$ cat config.mk
export PLATFORM = sky130hd
export DESIGN_NAME = dma_flow_seq
export DESIGN_NICKNAME = d
export VERILOG_FILES = /design/src/rtl/dma_flow_pkg.sv /design/src/rtl/dma_flow_regs.sv /design/src/rtl/dma_flow_fetch.sv /design/src/rtl/dma_flow_ctrl.sv /design/src/rtl/dma_flow_seq.sv
export SDC_FILE = /design/constraint.sdc
export NUM_CORES = 1
export LEC_CHECK = 0
export CAP_MARGIN = 10
export CORE_ASPECT_RATIO = 1.25
export CORE_MARGIN = 2
export CORE_UTILIZATION = 60
export CTS_BUF_LIST = sky130_fd_sc_hd__clkbuf_8
export DETAILED_ROUTE_END_ITERATION = 16
export DONT_BUFFER_PORTS = 1
export GPL_TIMING_DRIVEN = 0
export PLACE_DENSITY = 0.76
export SLEW_MARGIN = 10
export SYNTH_ARGS = -nofsm -noshare
export SYNTH_HDL_FRONTEND = slang
export SYNTH_SLANG_ARGS = --single-unit
$ cat constraint.sdc
create_clock -name clk -period 3.1 [get_ports clk]
set_input_delay 0.62 -clock clk [delete_from_list [all_inputs] [get_ports clk]]
set_output_delay 0.62 -clock clk [all_outputs]
set_load 0.005 [all_outputs]
$ cat src/rtl/dma_flow_pkg.sv
`timescale 1ns/1ps
package dma_flow_pkg;
    localparam int WORD_W = 16;
    localparam int ADDR_W = 2 * WORD_W;
    localparam int FLOW_W = 3;
    localparam int SEL_W  = 2;
    localparam int SLOT_W = 3;
    localparam logic [ADDR_W-1:0] ADDR_STEP = ADDR_W'(WORD_W / 8);

    // flow encodings
    localparam logic [FLOW_W-1:0] FLOW_STOP  = 3'h0;
    localparam logic [FLOW_W-1:0] FLOW_AUTO  = 3'h1;
    localparam logic [FLOW_W-1:0] FLOW_ARRAY = 3'h4;
    localparam logic [FLOW_W-1:0] FLOW_LIST  = 3'h6;

    // register selects
    localparam logic [SEL_W-1:0] SEL_CFG   = 2'd0;
    localparam logic [SEL_W-1:0] SEL_START = 2'd1;
    localparam logic [SEL_W-1:0] SEL_COUNT = 2'd2;
    localparam logic [SEL_W-1:0] SEL_NEXT  = 2'd3;

    // descriptor word slots, in fetch order
    localparam logic [SLOT_W-1:0] SLOT_NDP = 3'd0;
    localparam logic [SLOT_W-1:0] SLOT_SLO = 3'd1;
    localparam logic [SLOT_W-1:0] SLOT_SHI = 3'd2;
    localparam logic [SLOT_W-1:0] SLOT_CFG = 3'd3;
    localparam logic [SLOT_W-1:0] SLOT_CNT = 3'd4;

    typedef struct packed {
        logic [FLOW_W-1:0] flow;
        logic              ien;
        logic              en;
    } cfg_t;

    localparam int CFG_W = $bits(cfg_t);

    typedef struct packed {
        logic              with_ndp;
        logic [WORD_W-1:0] ndp_lo;
        logic [ADDR_W-1:0] start;
        cfg_t              cfg;
        logic [WORD_W-1:0] count;
    } desc_t;

    typedef enum logic [1:0] {M_STOP, M_AUTO, M_ARRAY, M_LIST} mode_e;
    typedef enum logic [1:0] {S_IDLE, S_RUN, S_FETCH} state_e;

    function automatic mode_e flow_mode(input logic [FLOW_W-1:0] f);
        case (f)
            FLOW_AUTO:  return M_AUTO;
            FLOW_ARRAY: return M_ARRAY;
            FLOW_LIST:  return M_LIST;
            default:    return M_STOP;   // stop and every reserved value
        endcase
    endfunction

    function automatic logic [SLOT_W-1:0] first_slot(input logic with_ndp);
        return with_ndp ? SLOT_NDP : SLOT_SLO;
    endfunction
endpackage

$ cat src/rtl/dma_flow_regs.sv
`timescale 1ns/1ps
module dma_flow_regs
    import dma_flow_pkg::*;
(
    input  logic              clk,
    input  logic              rst,
    input  logic              wr_en,
    input  logic [SEL_W-1:0]  wr_sel,
    input  logic [ADDR_W-1:0] wr_data,
    input  logic              desc_load,
    input  desc_t             desc,
    output cfg_t              cfg,
    output logic [ADDR_W-1:0] start_addr,
    output logic [WORD_W-1:0] count,
    output logic [ADDR_W-1:0] next_ptr
);
    always_ff @(posedge clk) begin
        if (rst) begin
            cfg        <= '0;
            start_addr <= '0;
            count      <= '0;
            next_ptr   <= '0;
        end else begin
            if (desc_load) begin
                cfg        <= desc.cfg;
                start_addr <= desc.start;
                count      <= desc.count;
                if (desc.with_ndp)
                    next_ptr[WORD_W-1:0] <= desc.ndp_lo;
            end
            // software write takes precedence over a descriptor load
            if (wr_en) begin
                case (wr_sel)
                    SEL_CFG:   cfg        <= cfg_t'(wr_data[CFG_W-1:0]);
                    SEL_START: start_addr <= wr_data;
                    SEL_COUNT: count      <= wr_data[WORD_W-1:0];
                    default:   next_ptr   <= wr_data;
                endcase
            end
        end
    end

    // page half of the chain pointer survives a list fetch
    p_page_keep_r7: assert property (@(posedge clk) disable iff (rst)
        (desc_load && desc.with_ndp && !(wr_en && wr_sel == SEL_NEXT))
        |=> (next_ptr[ADDR_W-1:WORD_W] == $past(next_ptr[ADDR_W-1:WORD_W])));
endmodule

$ cat src/rtl/dma_flow_fetch.sv
`timescale 1ns/1ps
module dma_flow_fetch
    import dma_flow_pkg::*;
(
    input  logic              clk,
    input  logic              rst,
    input  logic              start,
    input  logic              abort,
    input  logic [ADDR_W-1:0] start_ptr,
    input  logic              with_ndp,
    input  logic              mem_rd_ack,
    input  logic [WORD_W-1:0] mem_rd_data,
    output logic              mem_rd_req,
    output logic [ADDR_W-1:0] mem_rd_addr,
    output logic              done,
    output desc_t             desc,
    output logic [ADDR_W-1:0] ptr_after
);
    logic              busy;
    logic [ADDR_W-1:0] ptr;
    logic [SLOT_W-1:0] slot;
    logic              last_word;

    assign last_word   = (slot == SLOT_CNT);
    assign mem_rd_req  = busy;
    assign mem_rd_addr = ptr;
    assign ptr_after   = ptr;

    always_ff @(posedge clk) begin
        if (rst) begin
            busy <= 1'b0;
            done <= 1'b0;
            ptr  <= '0;
            slot <= '0;
            desc <= '0;
        end else begin
            done <= 1'b0;
            if (abort) begin
                busy <= 1'b0;
            end else if (start) begin
                busy          <= 1'b1;
                ptr           <= start_ptr;
                slot          <= first_slot(with_ndp);
                desc.with_ndp <= with_ndp;
            end else if (busy && mem_rd_ack) begin
                ptr  <= ptr + ADDR_STEP;
                slot <= slot + 1'b1;
                case (slot)
                    SLOT_NDP: desc.ndp_lo                    <= mem_rd_data;
                    SLOT_SLO: desc.start[WORD_W-1:0]         <= mem_rd_data;
                    SLOT_SHI: desc.start[ADDR_W-1:WORD_W]    <= mem_rd_data;
                    SLOT_CFG: desc.cfg <= cfg_t'(mem_rd_data[CFG_W-1:0]);
                    SLOT_CNT: desc.count                     <= mem_rd_data;
                    default:  desc.count                     <= desc.count;
                endcase
                if (last_word) begin
                    busy <= 1'b0;
                    done <= 1'b1;
                end
            end
        end
    end

    p_hold_addr_r9: assert property (@(posedge clk) disable iff (rst)
        (mem_rd_req && !mem_rd_ack && !abort)
        |=> (mem_rd_req && $stable(mem_rd_addr)));

    p_word_step_r6: assert property (@(posedge clk) disable iff (rst)
        (mem_rd_req && mem_rd_ack && !last_word && !abort)
        |=> (mem_rd_req && mem_rd_addr == $past(mem_rd_addr) + ADDR_STEP));
endmodule

$ cat src/rtl/dma_flow_ctrl.sv
`timescale 1ns/1ps
module dma_flow_ctrl
    import dma_flow_pkg::*;
(
    input  logic              clk,
    input  logic              rst,
    input  logic              cfg_wr,
    input  cfg_t              cfg_wr_val,
    input  cfg_t              act_cfg,
    input  logic [ADDR_W-1:0] start_addr,
    input  logic [WORD_W-1:0] count,
    input  logic [ADDR_W-1:0] next_ptr,
    input  logic              unit_done,
    input  logic              fetch_done,
    input  logic [ADDR_W-1:0] fd_start,
    input  logic [WORD_W-1:0] fd_count,
    input  logic              fd_en,
    input  logic [ADDR_W-1:0] fetch_ptr_after,
    output logic              fetch_start,
    output logic              fetch_abort,
    output logic [ADDR_W-1:0] fetch_ptr,
    output logic              fetch_list,
    output logic              run,
    output logic              unit_load,
    output logic [ADDR_W-1:0] cur_addr,
    output logic [WORD_W-1:0] cur_count,
    output logic              irq
);
    state_e            state;
    mode_e             mode;
    logic [ADDR_W-1:0] cdp;      // current descriptor pointer
    logic              halt;
    logic              launch;
    logic              accept;

    assign mode        = flow_mode(act_cfg.flow);
    assign halt        = cfg_wr && !cfg_wr_val.en;
    assign launch      = cfg_wr && cfg_wr_val.en && (state == S_IDLE);
    assign accept      = unit_done && (state == S_RUN) && act_cfg.en && !halt;
    assign fetch_list  = (mode == M_LIST);
    assign fetch_start = accept && (mode == M_ARRAY || mode == M_LIST);
    assign fetch_ptr   = fetch_list ? next_ptr : cdp;
    assign fetch_abort = halt;

    always_ff @(posedge clk) begin
        if (rst) begin
            state     <= S_IDLE;
            run       <= 1'b0;
            irq       <= 1'b0;
            unit_load <= 1'b0;
            cur_addr  <= '0;
            cur_count <= '0;
            cdp       <= '0;
        end else begin
            irq       <= accept && act_cfg.ien;
            unit_load <= 1'b0;
            if (halt) begin
                state <= S_IDLE;
                run   <= 1'b0;
            end else begin
                case (state)
                    S_IDLE: begin
                        if (launch) begin
                            state     <= S_RUN;
                            run       <= 1'b1;
                            cur_addr  <= start_addr;
                            cur_count <= count;
                            cdp       <= next_ptr;
                            unit_load <= 1'b1;
                        end
                    end
                    S_RUN: begin
                        if (accept) begin
                            case (mode)
                                M_STOP: begin
                                    state <= S_IDLE;
                                    run   <= 1'b0;
                                end
                                M_AUTO: begin
                                    cur_addr  <= start_addr;
                                    cur_count <= count;
                                    unit_load <= 1'b1;
                                end
                                M_ARRAY: state <= S_FETCH;
                                M_LIST:  state <= S_FETCH;
                            endcase
                        end
                    end
                    S_FETCH: begin
                        if (fetch_done) begin
                            cdp <= fetch_ptr_after;
                            if (fd_en) begin
                                state     <= S_RUN;
                                cur_addr  <= fd_start;
                                cur_count <= fd_count;
                                unit_load <= 1'b1;
                            end else begin
                                state <= S_IDLE;
                                run   <= 1'b0;
                            end
                        end
                    end
                    default: state <= S_IDLE;
                endcase
            end
        end
    end

    p_irq_cause_r3: assert property (@(posedge clk) disable iff (rst)
        irq |-> $past(unit_done));

    p_stop_drop_r4: assert property (@(posedge clk) disable iff (rst)
        (state == S_RUN && unit_done && mode == M_STOP && !cfg_wr) |=> !run);

    p_zero_gap_r5: assert property (@(posedge clk) disable iff (rst)
        (state == S_RUN && unit_done && mode == M_AUTO && !cfg_wr)
        |=> (unit_load && run));

    p_halt_r5: assert property (@(posedge clk) disable iff (rst)
        (cfg_wr && !cfg_wr_val.en) |=> (!run && !unit_load));
endmodule

$ cat src/rtl/dma_flow_seq.sv
`timescale 1ns/1ps
module dma_flow_seq
    import dma_flow_pkg::*;
(
    input  logic        clk,
    input  logic        rst,
    input  logic        reg_wr_en,
    input  logic [1:0]  reg_wr_sel,
    input  logic [31:0] reg_wr_data,
    input  logic        unit_done,
    output logic        mem_rd_req,
    output logic [31:0] mem_rd_addr,
    input  logic        mem_rd_ack,
    input  logic [15:0] mem_rd_data,
    output logic        run,
    output logic        unit_load,
    output logic [31:0] cur_addr,
    output logic [15:0] cur_count,
    output logic        irq
);
    cfg_t              cfg_q;
    cfg_t              cfg_wr_val;
    logic              cfg_wr;
    logic [ADDR_W-1:0] start_q;
    logic [WORD_W-1:0] count_q;
    logic [ADDR_W-1:0] next_q;
    desc_t             fdesc;
    logic              fdone;
    logic              fstart;
    logic              fabort;
    logic              flist;
    logic [ADDR_W-1:0] fptr;
    logic [ADDR_W-1:0] fptr_after;

    assign cfg_wr     = reg_wr_en && (reg_wr_sel == SEL_CFG);
    assign cfg_wr_val = cfg_t'(reg_wr_data[CFG_W-1:0]);

    dma_flow_regs u_regs (
        .clk        (clk),
        .rst        (rst),
        .wr_en      (reg_wr_en),
        .wr_sel     (reg_wr_sel),
        .wr_data    (reg_wr_data),
        .desc_load  (fdone),
        .desc       (fdesc),
        .cfg        (cfg_q),
        .start_addr (start_q),
        .count      (count_q),
        .next_ptr   (next_q)
    );

    dma_flow_fetch u_fetch (
        .clk         (clk),
        .rst         (rst),
        .start       (fstart),
        .abort       (fabort),
        .start_ptr   (fptr),
        .with_ndp    (flist),
        .mem_rd_ack  (mem_rd_ack),
        .mem_rd_data (mem_rd_data),
        .mem_rd_req  (mem_rd_req),
        .mem_rd_addr (mem_rd_addr),
        .done        (fdone),
        .desc        (fdesc),
        .ptr_after   (fptr_after)
    );

    dma_flow_ctrl u_ctrl (
        .clk             (clk),
        .rst             (rst),
        .cfg_wr          (cfg_wr),
        .cfg_wr_val      (cfg_wr_val),
        .act_cfg         (cfg_q),
        .start_addr      (start_q),
        .count           (count_q),
        .next_ptr        (next_q),
        .unit_done       (unit_done),
        .fetch_done      (fdone),
        .fd_start        (fdesc.start),
        .fd_count        (fdesc.count),
        .fd_en           (fdesc.cfg.en),
        .fetch_ptr_after (fptr_after),
        .fetch_start     (fstart),
        .fetch_abort     (fabort),
        .fetch_ptr       (fptr),
        .fetch_list      (flist),
        .run             (run),
        .unit_load       (unit_load),
        .cur_addr        (cur_addr),
        .cur_count       (cur_count),
        .irq             (irq)
    );
endmodule

Word-level counts from Yosys, hierarchy flattened
Cells that the tools add are included.
- $add $sub $neg: 2
- $mul: 0
- divide/modulo/power cells: 0
- magnitude comparators: 0
- eq/ne operators: 22
- shift-type cells: 0
- multiplexer cells: 57
- bitwise operators: 4
- reduce and logical (&&, ||, !) cells: 38
- operators by type and width (cell ; count):
    32-bit 2-to-1 mux ; 13
    16-bit 2-to-1 mux ; 12
    32-bit one-hot mux with 3 select lines ; 1
    32-bit one-hot mux with 2 select lines ; 1
    16-bit one-hot mux with 3 select lines ; 1
    32-bit by 2-bit adder with 32-bit output, second input constant ; 1
    4-bit AND reduction ; 7
    1-bit 2-to-1 mux ; 16
    5-bit 2-to-1 mux ; 3
    2-bit one-hot mux with 3 select lines ; 2
    1-bit logical AND ; 10
    2-bit != test, second input constant ; 5
    3-bit == test, second input constant ; 3
    2-bit == test, second input constant ; 4
    2-bit AND reduction ; 4
    7-bit AND reduction ; 1
    2-bit by 1-bit == test with 1-bit output, second input constant ; 3
    3-bit by 1-bit == test with 1-bit output, second input constant ; 2
    3-bit by 2-bit == test with 1-bit output, second input constant ; 2
    2-bit logical NOT ; 3
    2-bit 2-to-1 mux ; 3
    3-bit 2-to-1 mux ; 2
    1-bit one-hot mux with 3 select lines ; 2
    6-bit AND reduction ; 1
    13 further kinds ; 21
- register bits: 277
- bits in latches: 0
- memory bits (writable): 0
- bits in read-only memories: 0
- input port bits: 55
- output and inout bits: 84
- word-level logic and storage cells: 149
- memories: 0

Depth between registers and ports, before layout
Gate-level depths: netlist (run 1).
- word-level depth: 8
- depth in mapped cells: 10
- mapped depth without buffers: 7

Hierarchy
Synthesis (run 1) repeated with hierarchy kept, for this count alone.
- cells, all modules: 1494
- area, all modules: 13271.5 um2
- modules (own cells, without submodules) (module ; times used ; cells each ; area each (um2) ; sequential area each (um2)):
    dma_flow_fetch ; 1 ; 637 ; 5002.3 ; 2142.1
    dma_flow_ctrl ; 1 ; 456 ; 4545.6 ; 1701.6
    dma_flow_regs ; 1 ; 400 ; 3711.1 ; 1701.6
    dma_flow_seq ; 1 ; 1 ; 12.5 ; 0.0

Worst setup path before layout (run 1)
OpenSTA, ideal clock, no wires.
- path kind: register to register
- start: reg u_ctrl.state[1]
- end: reg, netlist name u_fetch.desc[10]
- setup time: 0.128 ns
- arrival time: 2.114 ns
- slack: 0.858 ns
- stages on the path, launching flop included: 11
- path buffers: 3
- path through: dfxtp_1 > inv_1 > ha_1 > and3_2 > buf_2 > a211oi_4 > and3_1 > buf_4 > buf_4 > mux2i_1 > nor2_1
- cells in the longest elaborated chain, start to end: 7
- ends and longest elaborated chain (item ; RTL line ; RTL):
    start, declared ; dma_flow_ctrl.sv:29 ; state_e state;
    start signal, assigned ; dma_flow_ctrl.sv:47 ; state <= S_IDLE;
    start signal, assigned ; dma_flow_ctrl.sv:58 ; state <= S_IDLE;
    start signal, assigned ; dma_flow_ctrl.sv:64 ; state <= S_RUN;
    2-bit by 1-bit == test with 1-bit output ; dma_flow_ctrl.sv:39 ; assign accept = unit_done && (state == S_RUN) && act_cfg.en && !halt;
    1-bit logical AND (3 in series) ; dma_flow_ctrl.sv:39 ;
    1-bit logical AND ; dma_flow_ctrl.sv:41 ; assign fetch_start = accept && (mode == M_ARRAY || mode == M_LIST);
    1-bit NOT (no source line) ; - ;
    4-bit AND reduction (no source line) ; - ;
Every way passes these cells.
A chain may end at the register's enable or synchronous reset.

Worst setup path after layout (run 1)
- start: reg u_ctrl.state[0]
- end: reg u_ctrl.cur_addr[26]
- cells in the longest elaborated chain, start to end: 6
- ends and longest elaborated chain (item ; RTL line ; RTL):
    2-bit by 1-bit == test with 1-bit output ; dma_flow_ctrl.sv:39, dma_flow_ctrl.sv:61 ;
    1-bit logical AND (3 in series) ; dma_flow_ctrl.sv:39 ;
    2-bit by 1-bit != test with 1-bit output (no source line) ; - ;
    7-bit AND reduction (no source line) ; - ;
    end signal, assigned ; dma_flow_ctrl.sv:66 ; cur_addr <= start_addr;
    end signal, assigned ; dma_flow_ctrl.sv:80 ; cur_addr <= start_addr;
    end signal, assigned ; dma_flow_ctrl.sv:94 ; cur_addr <= fd_start;
    end, declared ; dma_flow_ctrl.sv:25 ; output logic [ADDR_W-1:0] cur_addr,
Parallel ways exist; a longest one is shown, timed or not.

==> impl_results.md, run 1 <==
- Synth top cells by count: dfxtp_1 (277), nor2_1 (246), mux2i_1 (226), nand2_1 (97), a211oi_1 (86)
- Worst setup SP type: flip-flop
- WP data arrival: 3270 ps
- Critical Path, Cell by Cell: ha_1 > nand3_2 > or4_4 > a211oi_4 > buf_6 > buf_6 > a211oi_2
- Mapped Cells: between 1000 and 1500
- Layout filler cell count: ~1700
- WL/cell: around 23 um
- Delay-heaviest family, CP: compound AO/OA/AOI/OAI gates
- H-tree Lvls: 2
- Syn Nets: roughly 1500
- Maximum buffer depth of the clock tree: 3
- Count leader, synth: dfxtp_1
- Worst setup margin: about 240 ps
- Setup TNS: 0 ps
- Pre-antenna DRT Iters: 6
- DP HPWL: between 20000 and 30000 um
- CP Capture Type: flip-flop
- Slowest stage cell, crit path: a211oi_4
- DRT Wirelength: around 40000 um
- Post-synthesis sequential area ratio: 0.433
- Post-CTS resize count: 0
- Vias per std cell: between 6 and 7
- First-pass GRT wire length: 62700 um
- # nets final: 1497
- CTS Buf Count: 43
- #FFs+latches synth: between 200 and 300
- Worst Max-Slew Pin Slew: 1090 ps
- Initial drt markers: between 1000 and 1500
- Post-DRT Antenna Nets: 0
- Leakage power: 0.00469 uW
- Required time worst endpoint: 3510 ps
- Most Frequent Cell on Critical Path: buf_6
- Post-synth cell types: 59
- Vias post-DR: approximately 11000
- Number of synthesis warnings: 0
- Layout cell share with drive strength beyond 1: 0.107
- Final setup vio count: 0
- Total grt overflow: 0
- Setup CP Type: reg2reg
- Residual DRC count: 0
- Ranking of synthesized cells by area: dfxtp_1 (43%), mux2i_1 (18%), nor2_1 (7.2%)
- Final worst-path cycle share: 0.921
- RSZ-0062 raised after global routing: false
- # IOs: between 100 and 150
- Post-synth top area share: 0.433
- Run status: complete, no violations
- Pin count of the biggest net entering global routing: 12
- CORE AREA: 20900 um2
- Placer Congestion: 0.953
- Die Span X: 135 um
- Initial antenna violation count: 0
- Clock Tree Root: clkbuf_8
- Final non-filler cell total: about 1700
- Slew Limit Fails: 0
- Max_cap viols: 0
- Port buffer count: 0
- CP peak stage delay: roughly 760 ps
- CTS Sinks: around 280
- Cell area power density: between 500 and 600 nW/um2
- Placed instance count: ~1700
- Syn Area/Cell: just over 9 um2
- Post-route minimum period: between 2000 and 3000 ps
- Slew headroom: 0.269
- CTS tree: yes
- Synth Flop Type: dfxtp_1
- Power Total: 7800 uW
- Die height: 167 um
- Layout Area Growth over Synthesis: 9.24%
- Clock Skew: between 15 and 20 ps
- Post-CTS Hold Fix Bufs: 0
- Initial Util: 0.613
- Worst hold path class: in2reg
- Total setup buffers inserted after CTS: 0
- Max Fanout on Critical Path: 10
- Die area: 22500 um2
- F_max: 0.350 GHz
- Crit path buf inv count: 2
- Vias in the first global route: 11049
- Worst IR drop on VDD: 437 uV
- Final hold viol count: 0
- Clk slew on worst S/H paths: roughly 70 ps
- Total GRT Usage: 0.358
- Rows: 59
- Antenna diodes: 0
- Final core utilization: 0.669
- Post-Syn Area: about 13000 um2
- Pre-CTS setup slack: a little over 300 ps
- Area leader, netlist: dfxtp_1
- Asr flop ratio synth: 0
- Clk_lat worst skew: ~570 ps
- EDFF count, synth: 0
-- metrics by stage --
stage | hold WS [ps] | instance area [um2]
final | 190 | 14000
after floorplan | 409 | 12800
after global routing | 187 | 14000
after detailed placement | 453 | 13100
after global placement | 446 | 13100
after CTS | 183 | 14000
-- final timing paths --
| check | startpoint | to | slack, ps | cells past startpoint |
|---|---|---|---|---|
| max | u_ctrl.state[0] | u_ctrl.cur_addr[26] | 240 | 7 |
| min | reg_wr_data[25] | u_regs.next_ptr[25] | 190 | 2 |
| max reg2reg | u_ctrl.state[0] | u_ctrl.cur_addr[26] | 240 | 7 |
| min reg2reg | u_fetch.desc[18] | u_fetch.desc[18] | 460 | 2 |
-- cells by family after synthesis --
group                    count (synthesis)  share of synthesized area
multiplexers                           229                      0.179
AND/OR/NAND/NOR                        464                      0.163
AO/OA/AOI/OAI                          288                      0.173
adder cells (fa/ha/maj)                 10                    0.00977
buffers and inverters                  119                     0.0424
flip-flops                             277                      0.433
-- area by class of cell --
cell class              count  area (um2)  share of cell area
clock buffers              54         743              0.0531
flip-flops and latches    277        5550               0.397
clock inverters            22        96.3             0.00689
well taps                 274         343              0.0245
plain buffers             112         517              0.0370
multi-input cells         991        6710               0.480
inverters                   7        26.3             0.00188
-- power by group --
| group | switching (uW) | total, uW | internal [uW] |
|---|---|---|---|
| combinational | 521 | 851 | 331 |
| clock | 1460 | 3030 | 1570 |
| sequential | 150 | 3930 | 3780 |
| total | 2130 | 7800 | 5680 |
-- placed cells by master, fill, tap and decap left out, types with 3 or more instances in the layout --
cell / instances
and2_1: 3
buf_1: 7
clkbuf_8: 54
nor2b_1: 5
buf_6: 10
mux2i_1: 226
and3_1: 5
buf_2: 11
a211oi_2: 48
nor3_2: 3
clkinv_2: 4
nand3_1: 46
a211oi_1: 86
mux2_2: 3
and4b_1: 3
nor2_1: 246
clkbuf_1: 82
o21ai_0: 26
a311oi_1: 17
a21oi_1: 73
nor4_1: 5
or3_1: 7
a31oi_1: 12
nand3_2: 4
nand4_1: 12
nor3_1: 9
o211ai_1: 4
a31o_2: 3
ha_1: 10
a21o_1: 4
dfxtp_1: 277
inv_1: 23
nand2_1: 97
-- metal layers --
metal / share of wire / vias to the layer above / global-route usage
met5: 0 / - / 0
met4: 0.065 / 0 / 0.222
met3: 0.090 / 152 / 0.0857
met2: 0.46 / 558 / 0.573
met1: 0.38 / 5195 / 0.430
li1: - / 5084 / -
-- registers in the layout, indices dropped and copies added, names as in the netlist, 2 cells and up --
name                 cells
u_ctrl.cdp              32
u_ctrl.cur_addr         32
u_ctrl.cur_count        16
u_ctrl.state             2
u_fetch.desc            70
u_fetch.mem_rd_addr     32
u_fetch.slot             3
u_regs.cfg               5
u_regs.count            16
u_regs.next_ptr         32
u_regs.start_addr       32
Power figures use the tool's default switching activity.
==> run 2: changes to the inputs <==
--- a/config.mk
+++ b/config.mk
@@ -6,7 +6,7 @@
 export NUM_CORES = 1
 export LEC_CHECK = 0
 export CAP_MARGIN = 10
-export CORE_ASPECT_RATIO = 1.25
+export CORE_ASPECT_RATIO = 1.5
 export CORE_MARGIN = 2
 export CORE_UTILIZATION = 60
 export CTS_BUF_LIST = sky130_fd_sc_hd__clkbuf_8
==> impl_results.md, run 2 (synthesized netlist as in run 1, its figures left out) <==
- Total grt overflow: 0
- WP data arrival: ~3200 ps
- Worst setup SP type: flip-flop
- Comb pwr share: 0.106
- Post-CTS resize count: 0
- Post-DRT Antenna Nets: 0
- Die height: roughly 180 um
- Switch share: 0.272
- Initial antenna violation count: 0
- Post-route minimum period: between 2000 and 3000 ps
- Setup CP Type: reg2reg
- CORE AREA: ~21000 um2
- Total setup buffers inserted after CTS: 0
- # nets final: approximately 1500
- Worst IR drop on VDD: 444 uV
- Max_cap viols: 0
- Slew headroom: 0.257
- Final core utilization: 0.668
- Pin count of the biggest net entering global routing: 11
- Worst hold path class: in2reg
- Cell area power density: 570 nW/um2
- P_sw: approximately 2200 uW
- DRT Wirelength: approximately 41000 um
- Run status: complete, no violations
- Max Fanout on Critical Path: 10
- Die Span X: 123 um
- Clk pwr share: 0.402
- Clk_lat worst skew: around 560 ps
- Leading cell type in the layout, fill and taps excluded: dfxtp_1
- Port buffer count: 0
- H-tree Lvls: 2
- Final hold viol count: 0
- Vias per std cell: about 6.4
- DP HPWL: between 30000 and 40000 um
- F_max: between 0.3 and 0.4 GHz
- CTS Buf Count: between 40 and 50
- Vias post-DR: around 11000
- CP startpoint: u_ctrl.state[1]
- Largest register FFs: 70
- WL/cell: between 20 and 25 um
- Die area: approximately 23000 um2
- Final setup vio count: 0
- Antenna diodes: 0
- Clock Tree Root: clkbuf_8
- Vias in the first global route: between 10000 and 15000
- Required time worst endpoint: ~3500 ps
- First-pass GRT wire length: about 63000 um
- Post-CTS Hold Fix Bufs: 0
- Clock Skew: 19.6 ps
- Worst Max-Slew Pin Slew: ~1100 ps
- Residual DRC count: 0
- Rows: 65
- Largest Register: u_fetch.desc
- CP Capture Type: flip-flop
- Leakage power: about 0.0047 uW
- FF-to-FF Start: u_ctrl.state[1]
- Pre-antenna DRT Iters: 8
- Slew Limit Fails: 0
- Initial drt markers: 1080
- Maximum buffer depth of the clock tree: 3
- Layout cell share with drive strength beyond 1: 0.113
- Placer Congestion: approximately 0.94
- CTS Sinks: roughly 280
- Clk slew on worst S/H paths: roughly 70 ps
- Most frequent cells in the layout: dfxtp_1 (277), nor2_1 (246), mux2i_1 (226)
- Final worst-path cycle share: 0.908
- Flop pwr share: 0.491
- RSZ-0062 raised after global routing: false
- Internal Power: 5820 uW
- CTS tree: yes
- Hold Crit Start: reg_wr_data[16]
- Setup TNS: 0 ps
- Total GRT Usage: 0.366
- Layout Area Growth over Synthesis: 9.53%
- Initial Util: 0.610
- # IOs: between 100 and 150
[run 2: cell types whose count changed in the layout (fill, tap and decap cells not counted), sizes merged]
cell and delta:
bufinv +2, inv -12, clkbuf -1, clkinv +6
clkinvlp +2
[run 2: area by class of cell]
class                           count  area (um2)
Buffer                            112         517
Clock buffer                       53         729
Clock inverter                     20         155
Fill cell                        1744        6960
Inverter                            7        26.3
Multi-Input combinational cell    991        6710
Sequential cell                   277        5550
Tap cell                          268         335
[run 2: routing by layer]
layer / track usage / vias up / wire length (um)
met2: 0.595 / 566 / 19400
met4: 0.267 / 0 / 3460
met3: 0.0958 / 179 / 3410
met5: 0 / - / 0
li1: - / 5073 / -
met1: 0.406 / 5252 / 15000
[run 2: path summary, 6_finish.rpt]
path / to / cells past startpoint / slack [ps]
max: u_fetch.desc[7] / 10 / 290
max reg2reg: u_fetch.desc[7] / 10 / 290
min reg2reg: u_fetch.desc[17] / 2 / 460
min: u_regs.next_ptr[16] / 2 / 200
[run 2: power by group through the flow]
stage	sequential [uW]	combinational (uW)	clock (uW)
finish	3930	849	3220
CTS	3930	847	3210
detailed placement	4000	841	0
floorplan	3960	664	0
global route	3950	939	3340
global placement	3990	815	0
[run 2: worst max-delay path: stages, from the launching register on]
cell and delay, ps:
dfxtp_1 380, inv_1 80, ha_1 290, and3_2 210, buf_2 170, a211oi_4 520, and3_1 270, buf_4 200
buf_4 250, mux2i_1 240, nor2_1 60
[run 2: metrics by stage]
step,cells,hold WS [ps],power [uW],worst slack (ps),cell area (um2)
after global routing,1728,201,8230,135,14000
final,1728,197,7990,285,14000
after global placement,1655,443,4810,423,13100
after detailed placement,1655,454,4840,383,13100
after floorplan,1387,409,4620,858,12800
after CTS,1728,189,7980,339,14000
